==> src/rtl/hs_ctrl_pkg.sv <==
package hs_ctrl_pkg;
  localparam int HS_ADDR_W   = 16;
  localparam logic [HS_ADDR_W-1:0] ADR_INIT    = 16'h1000;
  localparam logic [HS_ADDR_W-1:0] ADR_VERSION = 16'h1004;
  localparam logic [HS_ADDR_W-1:0] ADR_STAT_A  = 16'h1020;
  localparam logic [HS_ADDR_W-1:0] ADR_STAT_B  = 16'h1024;

  localparam int BIT_DONE  = 0;
  localparam int BIT_START = 1;
  localparam int FEC_LSB   = 8;

  typedef enum logic [1:0] {
    FEC_NONE = 2'd0,
    FEC_KR   = 2'd1,
    FEC_RS   = 2'd2
  } fec_code_e;

  typedef enum logic [7:0] {
    MODE_RESET   = 8'd0,
    MODE_4X10G   = 8'd1,
    MODE_4X25G   = 8'd2,
    MODE_2X25G   = 8'd3,
    MODE_MIXED   = 8'd4,
    MODE_1X25G   = 8'd5
  } mode_id_e;
endpackage

==> src/rtl/hs_init_reg.sv <==
module hs_init_reg #(
  parameter int FEC_BITS = 16
) (
  input  logic                clk,
  input  logic                rst_n,
  input  logic                wr_init,
  input  logic                wr_start_bit,
  input  logic [FEC_BITS-1:0] wr_fec,
  input  logic                eng_done,
  output logic                start_q,
  output logic                done_q,
  output logic [FEC_BITS-1:0] fec_q,
  output logic                pulse_q
);
  logic                accept;
  logic                start_d;
  logic                done_d;
  logic [FEC_BITS-1:0] fec_d;

  always_comb begin
    accept  = wr_init && wr_start_bit && !start_q && !done_q;
    start_d = start_q | accept;
    done_d  = done_q | eng_done;
    fec_d   = fec_q;
    if (accept) begin
      fec_d = wr_fec;
    end
  end

  always_ff @(posedge clk or negedge rst_n) begin
    if (!rst_n) begin
      start_q <= 1'b0;
      done_q  <= 1'b0;
      fec_q   <= '0;
      pulse_q <= 1'b0;
    end else begin
      start_q <= start_d;
      done_q  <= done_d;
      pulse_q <= accept;
      if (accept) begin
        fec_q <= fec_d;
      end
    end
  end

  AST_PULSE_SINGLE: assert property (@(posedge clk) disable iff (!rst_n)
    pulse_q |=> !pulse_q);
  AST_PULSE_SETS_START: assert property (@(posedge clk) disable iff (!rst_n)
    pulse_q |-> start_q);
  AST_NO_RESTART: assert property (@(posedge clk) disable iff (!rst_n)
    (start_q || done_q) |=> !pulse_q);
  AST_FEC_HELD: assert property (@(posedge clk) disable iff (!rst_n)
    start_q |=> $stable(fec_q));
  AST_DONE_STICKY: assert property (@(posedge clk) disable iff (!rst_n)
    done_q |=> done_q);
endmodule

==> src/rtl/hs_mode_status.sv <==
module hs_mode_status #(
  parameter int NUM_RT = 2,
  parameter int STAT_W = 16
) (
  input  logic                     clk,
  input  logic                     rst_n,
  input  logic                     eng_done,
  input  logic [NUM_RT*STAT_W-1:0] eng_stat,
  output logic [NUM_RT*STAT_W-1:0] stat_q,
  output logic                     fec_capable
);
  localparam int HALF_W = STAT_W / 2;

  logic [NUM_RT-1:0] rt_ok;

  for (genvar r = 0; r < NUM_RT; r++) begin : g_rt
    logic [STAT_W-1:0] word_d;
    logic [HALF_W-1:0] grp;
    logic [HALF_W-1:0] mid;

    always_comb begin
      word_d = stat_q[r*STAT_W +: STAT_W];
      if (eng_done) begin
        word_d = eng_stat[r*STAT_W +: STAT_W];
      end
    end

    always_ff @(posedge clk or negedge rst_n) begin
      if (!rst_n) begin
        stat_q[r*STAT_W +: STAT_W] <= '0;
      end else if (eng_done) begin
        stat_q[r*STAT_W +: STAT_W] <= word_d;
      end
    end

    assign grp = stat_q[r*STAT_W + HALF_W +: HALF_W];
    assign mid = stat_q[r*STAT_W +: HALF_W];
    assign rt_ok[r] = (grp == '0) && (mid != HALF_W'(0)) && (mid != HALF_W'(1));

    AST_CAPTURE: assert property (@(posedge clk) disable iff (!rst_n)
      eng_done |=> (stat_q[r*STAT_W +: STAT_W] == $past(eng_stat[r*STAT_W +: STAT_W])));
    AST_STAT_HOLD: assert property (@(posedge clk) disable iff (!rst_n)
      !eng_done |=> $stable(stat_q[r*STAT_W +: STAT_W]));
  end

  assign fec_capable = |rt_ok;
endmodule

==> src/rtl/hs_read_mux.sv <==
module hs_read_mux #(
  parameter int ADDR_W = 16,
  parameter int DATA_W = 32,
  parameter int STAT_W = 16,
  parameter logic [DATA_W-1:0] FW_VERSION = '0
) (
  input  logic                  clk,
  input  logic                  rst_n,
  input  logic                  rd,
  input  logic [ADDR_W-1:0]     addr,
  input  logic [DATA_W-1:0]     init_word,
  input  logic [2*STAT_W-1:0]   stat_flat,
  output logic [DATA_W-1:0]     rdata
);
  import hs_ctrl_pkg::*;

  logic [DATA_W-1:0] rdata_d;

  always_comb begin
    rdata_d = '0;
    if (addr == ADDR_W'(ADR_INIT)) begin
      rdata_d = init_word;
    end else if (addr == ADDR_W'(ADR_VERSION)) begin
      rdata_d = FW_VERSION;
    end else if (addr == ADDR_W'(ADR_STAT_A)) begin
      rdata_d = DATA_W'(stat_flat[0 +: STAT_W]);
    end else if (addr == ADDR_W'(ADR_STAT_B)) begin
      rdata_d = DATA_W'(stat_flat[STAT_W +: STAT_W]);
    end
  end

  always_ff @(posedge clk or negedge rst_n) begin
    if (!rst_n) begin
      rdata <= '0;
    end else if (rd) begin
      rdata <= rdata_d;
    end
  end

  AST_RDATA_HOLD: assert property (@(posedge clk) disable iff (!rst_n)
    !rd |=> $stable(rdata));
endmodule

==> src/rtl/init_handshake_ctrl.sv <==
module init_handshake_ctrl #(
  parameter int ADDR_W   = 16,
  parameter int DATA_W   = 32,
  parameter int N_LINKS  = 8,
  parameter int FEC_W    = 2,
  parameter int STAT_W   = 16,
  parameter logic [31:0] FW_VERSION = 32'h3120_0000
) (
  input  logic                       clk,
  input  logic                       rst_n,
  input  logic                       bus_wr,
  input  logic                       bus_rd,
  input  logic [ADDR_W-1:0]          bus_addr,
  input  logic [DATA_W-1:0]          bus_wdata,
  output logic [DATA_W-1:0]          bus_rdata,
  output logic                       start_pulse,
  output logic [N_LINKS*FEC_W-1:0]   fec_req,
  input  logic                       eng_done,
  input  logic [STAT_W-1:0]          eng_stat_a,
  input  logic [STAT_W-1:0]          eng_stat_b,
  output logic                       fec_capable
);
  import hs_ctrl_pkg::*;

  localparam int FEC_BITS = N_LINKS * FEC_W;
  localparam int NUM_RT   = 2;

  logic                  wr_init;
  logic                  start_q;
  logic                  done_q;
  logic [FEC_BITS-1:0]   fec_q;
  logic [DATA_W-1:0]     init_word;
  logic [NUM_RT*STAT_W-1:0] stat_flat;
  logic                  unused_wdata;

  assign wr_init = bus_wr && (bus_addr == ADDR_W'(ADR_INIT));
  assign unused_wdata = ^{bus_wdata[DATA_W-1:FEC_LSB+FEC_BITS],
                          bus_wdata[FEC_LSB-1:BIT_START+1], bus_wdata[BIT_DONE]};

  hs_init_reg #(.FEC_BITS(FEC_BITS)) u_init (
    .clk          (clk),
    .rst_n        (rst_n),
    .wr_init      (wr_init),
    .wr_start_bit (bus_wdata[BIT_START]),
    .wr_fec       (bus_wdata[FEC_LSB +: FEC_BITS]),
    .eng_done     (eng_done),
    .start_q      (start_q),
    .done_q       (done_q),
    .fec_q        (fec_q),
    .pulse_q      (start_pulse)
  );

  always_comb begin
    init_word = '0;
    init_word[BIT_DONE]  = done_q;
    init_word[BIT_START] = start_q;
    init_word[FEC_LSB +: FEC_BITS] = fec_q;
  end

  hs_mode_status #(.NUM_RT(NUM_RT), .STAT_W(STAT_W)) u_stat (
    .clk         (clk),
    .rst_n       (rst_n),
    .eng_done    (eng_done),
    .eng_stat    ({eng_stat_b, eng_stat_a}),
    .stat_q      (stat_flat),
    .fec_capable (fec_capable)
  );

  hs_read_mux #(
    .ADDR_W(ADDR_W), .DATA_W(DATA_W), .STAT_W(STAT_W),
    .FW_VERSION(DATA_W'(FW_VERSION))
  ) u_rd (
    .clk       (clk),
    .rst_n     (rst_n),
    .rd        (bus_rd),
    .addr      (bus_addr),
    .init_word (init_word),
    .stat_flat (stat_flat),
    .rdata     (bus_rdata)
  );

  assign fec_req = fec_q;

  AST_DONE_FROM_STROBE: assert property (@(posedge clk) disable iff (!rst_n)
    eng_done |=> done_q);
  AST_FEC_ONLY_ON_PULSE: assert property (@(posedge clk) disable iff (!rst_n)
    !start_pulse |-> $stable(fec_req));
endmodule

==> config.mk <==
export PLATFORM = sky130hd
export DESIGN_NAME = init_handshake_ctrl
export DESIGN_NICKNAME = d
export VERILOG_FILES = /design/src/rtl/hs_ctrl_pkg.sv /design/src/rtl/hs_init_reg.sv /design/src/rtl/hs_mode_status.sv /design/src/rtl/hs_read_mux.sv /design/src/rtl/init_handshake_ctrl.sv
export SDC_FILE = /design/constraint.sdc
export NUM_CORES = 1
export LEC_CHECK = 0
export BUFFER_PORTS_ARGS = -buffer_cell sky130_fd_sc_hd__clkbuf_2
export CAP_MARGIN = 15
export CORE_ASPECT_RATIO = 1.1
export CORE_MARGIN = 1
export CORE_UTILIZATION = 52
export DETAILED_ROUTE_END_ITERATION = 7
export GPL_ROUTABILITY_DRIVEN = 0
export PLACE_DENSITY = 0.85
export SLEW_MARGIN = 5
export SYNTH_ARGS = -nofsm -noshare
export SYNTH_HDL_FRONTEND = slang
export SYNTH_SLANG_ARGS = --single-unit
==> constraint.sdc <==
create_clock -name clk -period 3.95 [get_ports clk]
set_clock_uncertainty 0.2 [all_clocks]
set_input_delay 0.79 -clock clk [delete_from_list [all_inputs] [get_ports clk]]
set_output_delay 0.79 -clock clk [all_outputs]
set_load 0.005 [all_outputs]
# --- After elaboration in Yosys (flattened, before gate mapping) ---
# Index checks and enable logic that the tools add are counted.
word_totals:
  register_bits: 83
  latchBits: 0
  ram_bits: 0
  romBits: 0
  input_bits: 85
  wordCells: 34
  n_memories: 0
classes:
  n_addsub: 0
  mul: 0
  div: 0
  magnitude_cmp: 0
  eq_ne: 6
  shifts: 0
  mux: 4
  n_bitwise: 2
  n_reduce_logical: 15
ops:
  columns: ["op", "n"]
  rows:
  - ["$mux W32", 3]
  - ["$eq A16 B13 Y1 const B", 4]
  - ["$logic_not A8 Y1", 2]
  - ["$mux W16", 1]
  - ["$ne A8 B1 Y1 const B", 2]
  - ["$reduce_bool A8 Y1", 2]
  - ["$logic_and A1 B1 Y1", 8]
  - ["$logic_not A1 Y1", 2]
  - ["$or A1 B1 Y1", 2]
  - ["$reduce_or A2 Y1", 1]

# --- Logic depth before layout (Yosys ltp) ---
logic_depth:
  depth_word: 6
  ltp_mapped: 5

# --- Modules after synthesis ---
# Synthesis repeated with hierarchy kept, for this count alone.
hier_totals:
  cells_unflattened: 248
  hier_area_um2: 3631.0
modules_own_cells:
  columns: ["mod", "n_inst", "cells_each", "area_per_inst_um2"]
  rows:
  - ["hs_read_mux", 1, 121, 1549.0]
  - ["hs_mode_status", 1, 79, 1262.5]
  - ["hs_init_reg", 1, 41, 750.7]
  - ["init_handshake_ctrl", 1, 7, 68.8]

# --- Worst setup path after synthesis ---
# OpenSTA, ideal clock, no wires.
synth_path:
  path_type: "input-to-reg"
  start: "in bus_addr[13]"
  end: "reg u_init.fec_q[0]"
  arrival_ps: 2146
  required_ps: 3623
  slack_ps: 1476
  path_stages: 5
  path_cell_list: "nor4b_4 -> nand2_2 -> nor3_4 -> buf_6 -> mux2_1"
synth_between:
  elab_chain_cells: 5
synth_lines:
  columns: ["item", "line_no", "text"]
  rows:
  - ["start: declaration", "init_handshake_ctrl.sv:13", "input logic [ADDR_W-1:0] bus_addr,"]
  - ["$eq A16 B13 Y1", "init_handshake_ctrl.sv:36", "assign wr_init = bus_wr && (bus_addr == ADDR_W'(ADR_INIT));"]
  - ["$logic_and A1 B1 Y1", "init_handshake_ctrl.sv:36", null]
  - ["$logic_and A1 B1 Y1 (3 in a row)", "hs_init_reg.sv:21", "accept = wr_init && wr_start_bit && !start_q && !done_q;"]
  - ["end signal: assignment", "hs_init_reg.sv:34", "fec_q <= '0;"]
  - ["end signal: assignment", "hs_init_reg.sv:41", "fec_q <= fec_d;"]
  - ["end: declaration", "hs_init_reg.sv:12", "output logic [FEC_BITS-1:0] fec_q,"]
# Every way passes these cells.
# A chain may end at the register's enable or synchronous reset.

# --- Worst setup path in the final report ---
layout_path:
  start: "reg u_stat.stat_q[4]"
  end: "out fec_capable"
layout_between:
  elab_chain_cells: 4
  word_cells_on_any_way: 5
  classes_between: "1 x eq/ne; 4 x reduce/logical"
layout_lines:
  columns: ["item", "line_no", "text"]
  rows:
  - ["start: declaration", "hs_mode_status.sv:9", "output logic [NUM_RT*STAT_W-1:0] stat_q,"]
  - ["start signal: indexed assignment", "hs_mode_status.sv:32", "stat_q[r*STAT_W +: STAT_W] <= word_d;"]
  - ["$reduce_bool A8 Y1", "hs_mode_status.sv:38", "assign rt_ok[r] = (grp == '0) && (mid != HALF_W'(0)) && (mid != HALF_W'(1));"]
  - ["$logic_and A1 B1 Y1", "hs_mode_status.sv:38", null]
  - ["$logic_and A1 B1 Y1 *", "hs_mode_status.sv:38", null]
  - ["$reduce_or A2 Y1 *", "hs_mode_status.sv:46", "assign fec_capable = |rt_ok;"]
  - ["end: declaration", "init_handshake_ctrl.sv:21", "output logic fec_capable"]
# Mark *: on every way between the ends. The rest lies on a longest branch, timed or not.

==> summary.txt <==
Yosys
  • Most used flip-flop cell after synthesis: dfrtp_1
  • Cell taking the most area after synthesis: dfrtp_1
  • Post-synthesis sequential area ratio: 57.93%
  • Post-synthesis async set-or-reset flop share: 100.0%
  • Synth top cells by count: dfrtp_1 (76), mux2_2 (39), nor2_1 (12)
  • Synth area leaders: dfrtp_1 (58%), mux2_2 (13%), mux2_1 (3.1%)
  • Most frequent cell after synthesis: dfrtp_1
  • Yosys warns: 0
  • Number of flops mapped to enable cells by yosys: 0
  • Synth Register Bits: 76
  • Synthesized area: 0.003283 sq mm
  • Syn Area/Cell: 13.40 sq um
  • Cells after synthesis: around 250
  • Yosys top cell area share: 57.93%
  • Cell variety after synth: 38

Worst hold path
  • Min-delay src: u_rd.rdata[6]$_DFFE_PN0P_
  • Min-delay worst type: flip-flop to flip-flop
  • Hold Path End: u_rd.rdata[6]$_DFFE_PN0P_
  • Min-Delay Path Depth: 1

Die
  • Core Footprint: between 0.006 and 0.007 sq mm
  • Initial Utilization: 53.66%
  • Row count: 30
  • Io pins: 135
  • Die area: about 0.0066 sq mm
  • Die width: 77.76 um
  • Die Height: approximately 85 um

Clock tree
  • Setup bufs post-CTS: 0
  • Clk sink count: 76
  • CTS Root Buffer Type: clkbuf_8
  • Clock Tree Buf Depth: 2
  • Skew-Pair Late Insertion Delay: 340 ps
  • Worst-path clk slew: 80 ps
  • Num CTS Buffers: 9
  • CTS tree: built
  • H-tree levels: 3
  • CTS Hold Bufs: 0
  • Post-CTS sizing: 0

Drt
  • Metal3 WL: 391 um
  • Post-Route WL: 7.245 mm
  • DRT met1 WL: 3.153 mm
  • DRC viols: 0
  • WL per Instance: 16.50 um
  • DRT antenna net count: 0
  • DR iter-0 viols: 89
  • Vias per cell: 5.590
  • Uppermost layer routed: met4
  • Detailed Routing Iterations Pass 1: 4
  • Via Count: 2454
  • Met2 wire length: 3.614 mm

Worst setup path
  • Critical path's top delay family: simple AND/OR/NAND/NOR gates
  • Reg2Reg Depth: 4
  • Slowest cell on the critical path: or4_1
  • Worst Setup Start Kind: flip-flop
  • Critical-path cell list: or4_1 > nor4_1 > o22ai_1 > clkbuf_2
  • Worst Path Required: between 2000 and 3000 ps
  • Critical path class: flip-flop to output port
  • Critical Path End Type: output port
  • Reg2reg setup slack: 1920 ps
  • Reg-to-Reg Start: u_init.start_q$_DFF_PN0_
  • Crit path DAT: 1740 ps
  • Crit-path max FO: 3
  • Reg2reg end: u_init.fec_q[1]$_DFFE_PN0P_
  • Worst path max stage delay: 530 ps
  • Buf/Inv on CP: 1

Cells and area
  • Fill cell count: 466
  • Cell area after layout: 0.004036 sq mm
  • Share of layout cells above drive strength 1: 49.30%
  • Diode count: 0
  • Final #Nets: 440
  • Area delta synth->final: 22.94%

Global route
  • Pin count of the biggest net entering global routing: 77
  • Grt total ovfl: 0
  • Initial antenna violation count: 0
  • First-pass GRT wire length: 11.81 mm
  • Vias in the first global route: 2330
  • GRT Util Overall: 23.66%

Power and ir drop
  • LEAKAGE: 2.018 nW
  • Max VDD drop: 262.4 uV
  • Pwr dens: 364.4 mW/mm^2

Timing
  • Post-route minimum period: 2727 ps
  • Setup TNS: 0 ps
  • Period utilization: 69.03%
  • RSZ-0062 raised after global routing: no
  • Slew Viols, Final: 0
  • Max-slew headroom: 38.80%
  • Final setup violation count: 0
  • Worst Max-Slew Pin Slew: about 920 ps
  • Max Clk Rate: 0.3667 GHz
  • Fin. Hold Viols: 0

Job
  • Max Cap Viol: 0

Run status
  • Outcome: completed

Place
  • # port buffers: 114
  • DP Area: 0.003869 sq mm
  • Detailed Place HPWL: roughly 5.3 mm
[flip-flops by register name, summed over array words and instances, names as in the netlist]
| name | cells |
|---|---|
| u_rd.rdata | 25 |
| u_init.pulse_q | 1 |
| u_stat.stat_q | 32 |
| u_init.fec_q | 16 |
| u_init.done_q | 1 |
| u_init.start_q | 1 |
[cell usage in the layout, fill, tap and decap left out, drive strengths merged, types with 2 or more instances in the layout]
| master | count |
|---|---|
| clkinv | 4 |
| mux2 | 48 |
| o2bb2ai | 7 |
| a22o | 7 |
| and2 | 2 |
| nor4 | 9 |
| a32oi | 9 |
| nor2 | 12 |
| nor4b | 3 |
| conb | 5 |
| a22oi | 7 |
| clkbuf | 124 |
| nor3 | 4 |
| or2 | 2 |
| o31ai | 9 |
| and4 | 2 |
| nor2b | 9 |
| buf | 2 |
| dfrtp | 76 |
| nand2 | 6 |
| or4 | 2 |
| nand4 | 3 |
[power by group]
| group | switching, mW | leakage (nW) | internal [mW] | total (mW) |
|---|---|---|---|---|
| Combinational | 0.0568 | 0.950 | 0.0630 | 0.120 |
| Sequential | 0.0280 | 0.983 | 0.811 | 0.839 |
| Clock | 0.271 | 0.0852 | 0.241 | 0.512 |
[worst max path at each step]
| stage | start | endpoint | cells after the start |
|---|---|---|---|
| 5_1_grt | bus_addr[7] | u_init.fec_q[1]$_DFFE_PN0P_ | 5 |
| 4_1_cts | u_stat.stat_q[20]$_DFFE_PN0P_ | fec_capable | 4 |
| 6_report | u_stat.stat_q[4]$_DFFE_PN0P_ | fec_capable | 4 |
| 3_3_place_gp | bus_addr[7] | u_init.fec_q[3]$_DFFE_PN0P_ | 5 |
| 3_5_place_dp | bus_addr[7] | u_init.fec_q[3]$_DFFE_PN0P_ | 5 |
| 2_1_floorplan | bus_addr[13] | u_init.fec_q[0]$_DFFE_PN0P_ | 5 |
[worst reg2reg max path, stage by stage (launching register included)]
cell and delay, ps:
dfrtp_1 390, nor2_1 110, nand3_1 150, nor3_4 640, mux2_2 420
[through the flow]
stage / power [mW] / utilization, % / std cells / hold WS (ps) / setup WS (ps)
finish: 1.471 / 65.97 / 439 / 296.1 / 1223
global route: 1.544 / 65.97 / 439 / 325.9 / 1154
CTS: 1.486 / 65.97 / 439 / 294.8 / 1230
detailed placement: 0.9749 / 63.23 / 424 / 274.2 / 901.8
floorplan: 0.9067 / - / 249 / 263.4 / 1476
global placement: 0.9697 / 63.23 / 424 / 268.3 / 930.7
[area by class of cell]
| type | count | area (sq um) | share of cell area, % |
|---|---|---|---|
| Clock buffer | 11 | 141.4 | 3.503 |
| Clock inverter | 4 | 26.28 | 0.6510 |
| Inverter | 1 | 3.754 | 0.09299 |
| Multi-Input combinational cell | 152 | 1282 | 31.77 |
| Sequential cell | 76 | 1902 | 47.12 |
| Tap cell | 80 | 100.1 | 2.480 |
| Timing Repair Buffer | 115 | 580.6 | 14.38 |
[cell families (layout without fill, tap and decap cells)]
logic type / after synthesis / count (layout) / share of synthesized area (%)
multiplexers: 48 / 48 / 16.46
buffers and inverters: 21 / 131 / 3.468
other: 1 / 5 / 0.1142
flip-flops: 76 / 76 / 57.93
AO/OA/AOI/OAI: 43 / 43 / 10.56
AND/OR/NAND/NOR: 56 / 56 / 11.47
[layer usage]
| layer | global-route usage (%) | vias to the layer above |
|---|---|---|
| li1 | - | 1130 |
| met1 | 31.74 | 1215 |
| met2 | 36.69 | 100 |
| met3 | 5.591 | 9 |
| met4 | 10.63 | 0 |
| met5 | 0 | - |
Power figures use the tool's default switching activity.
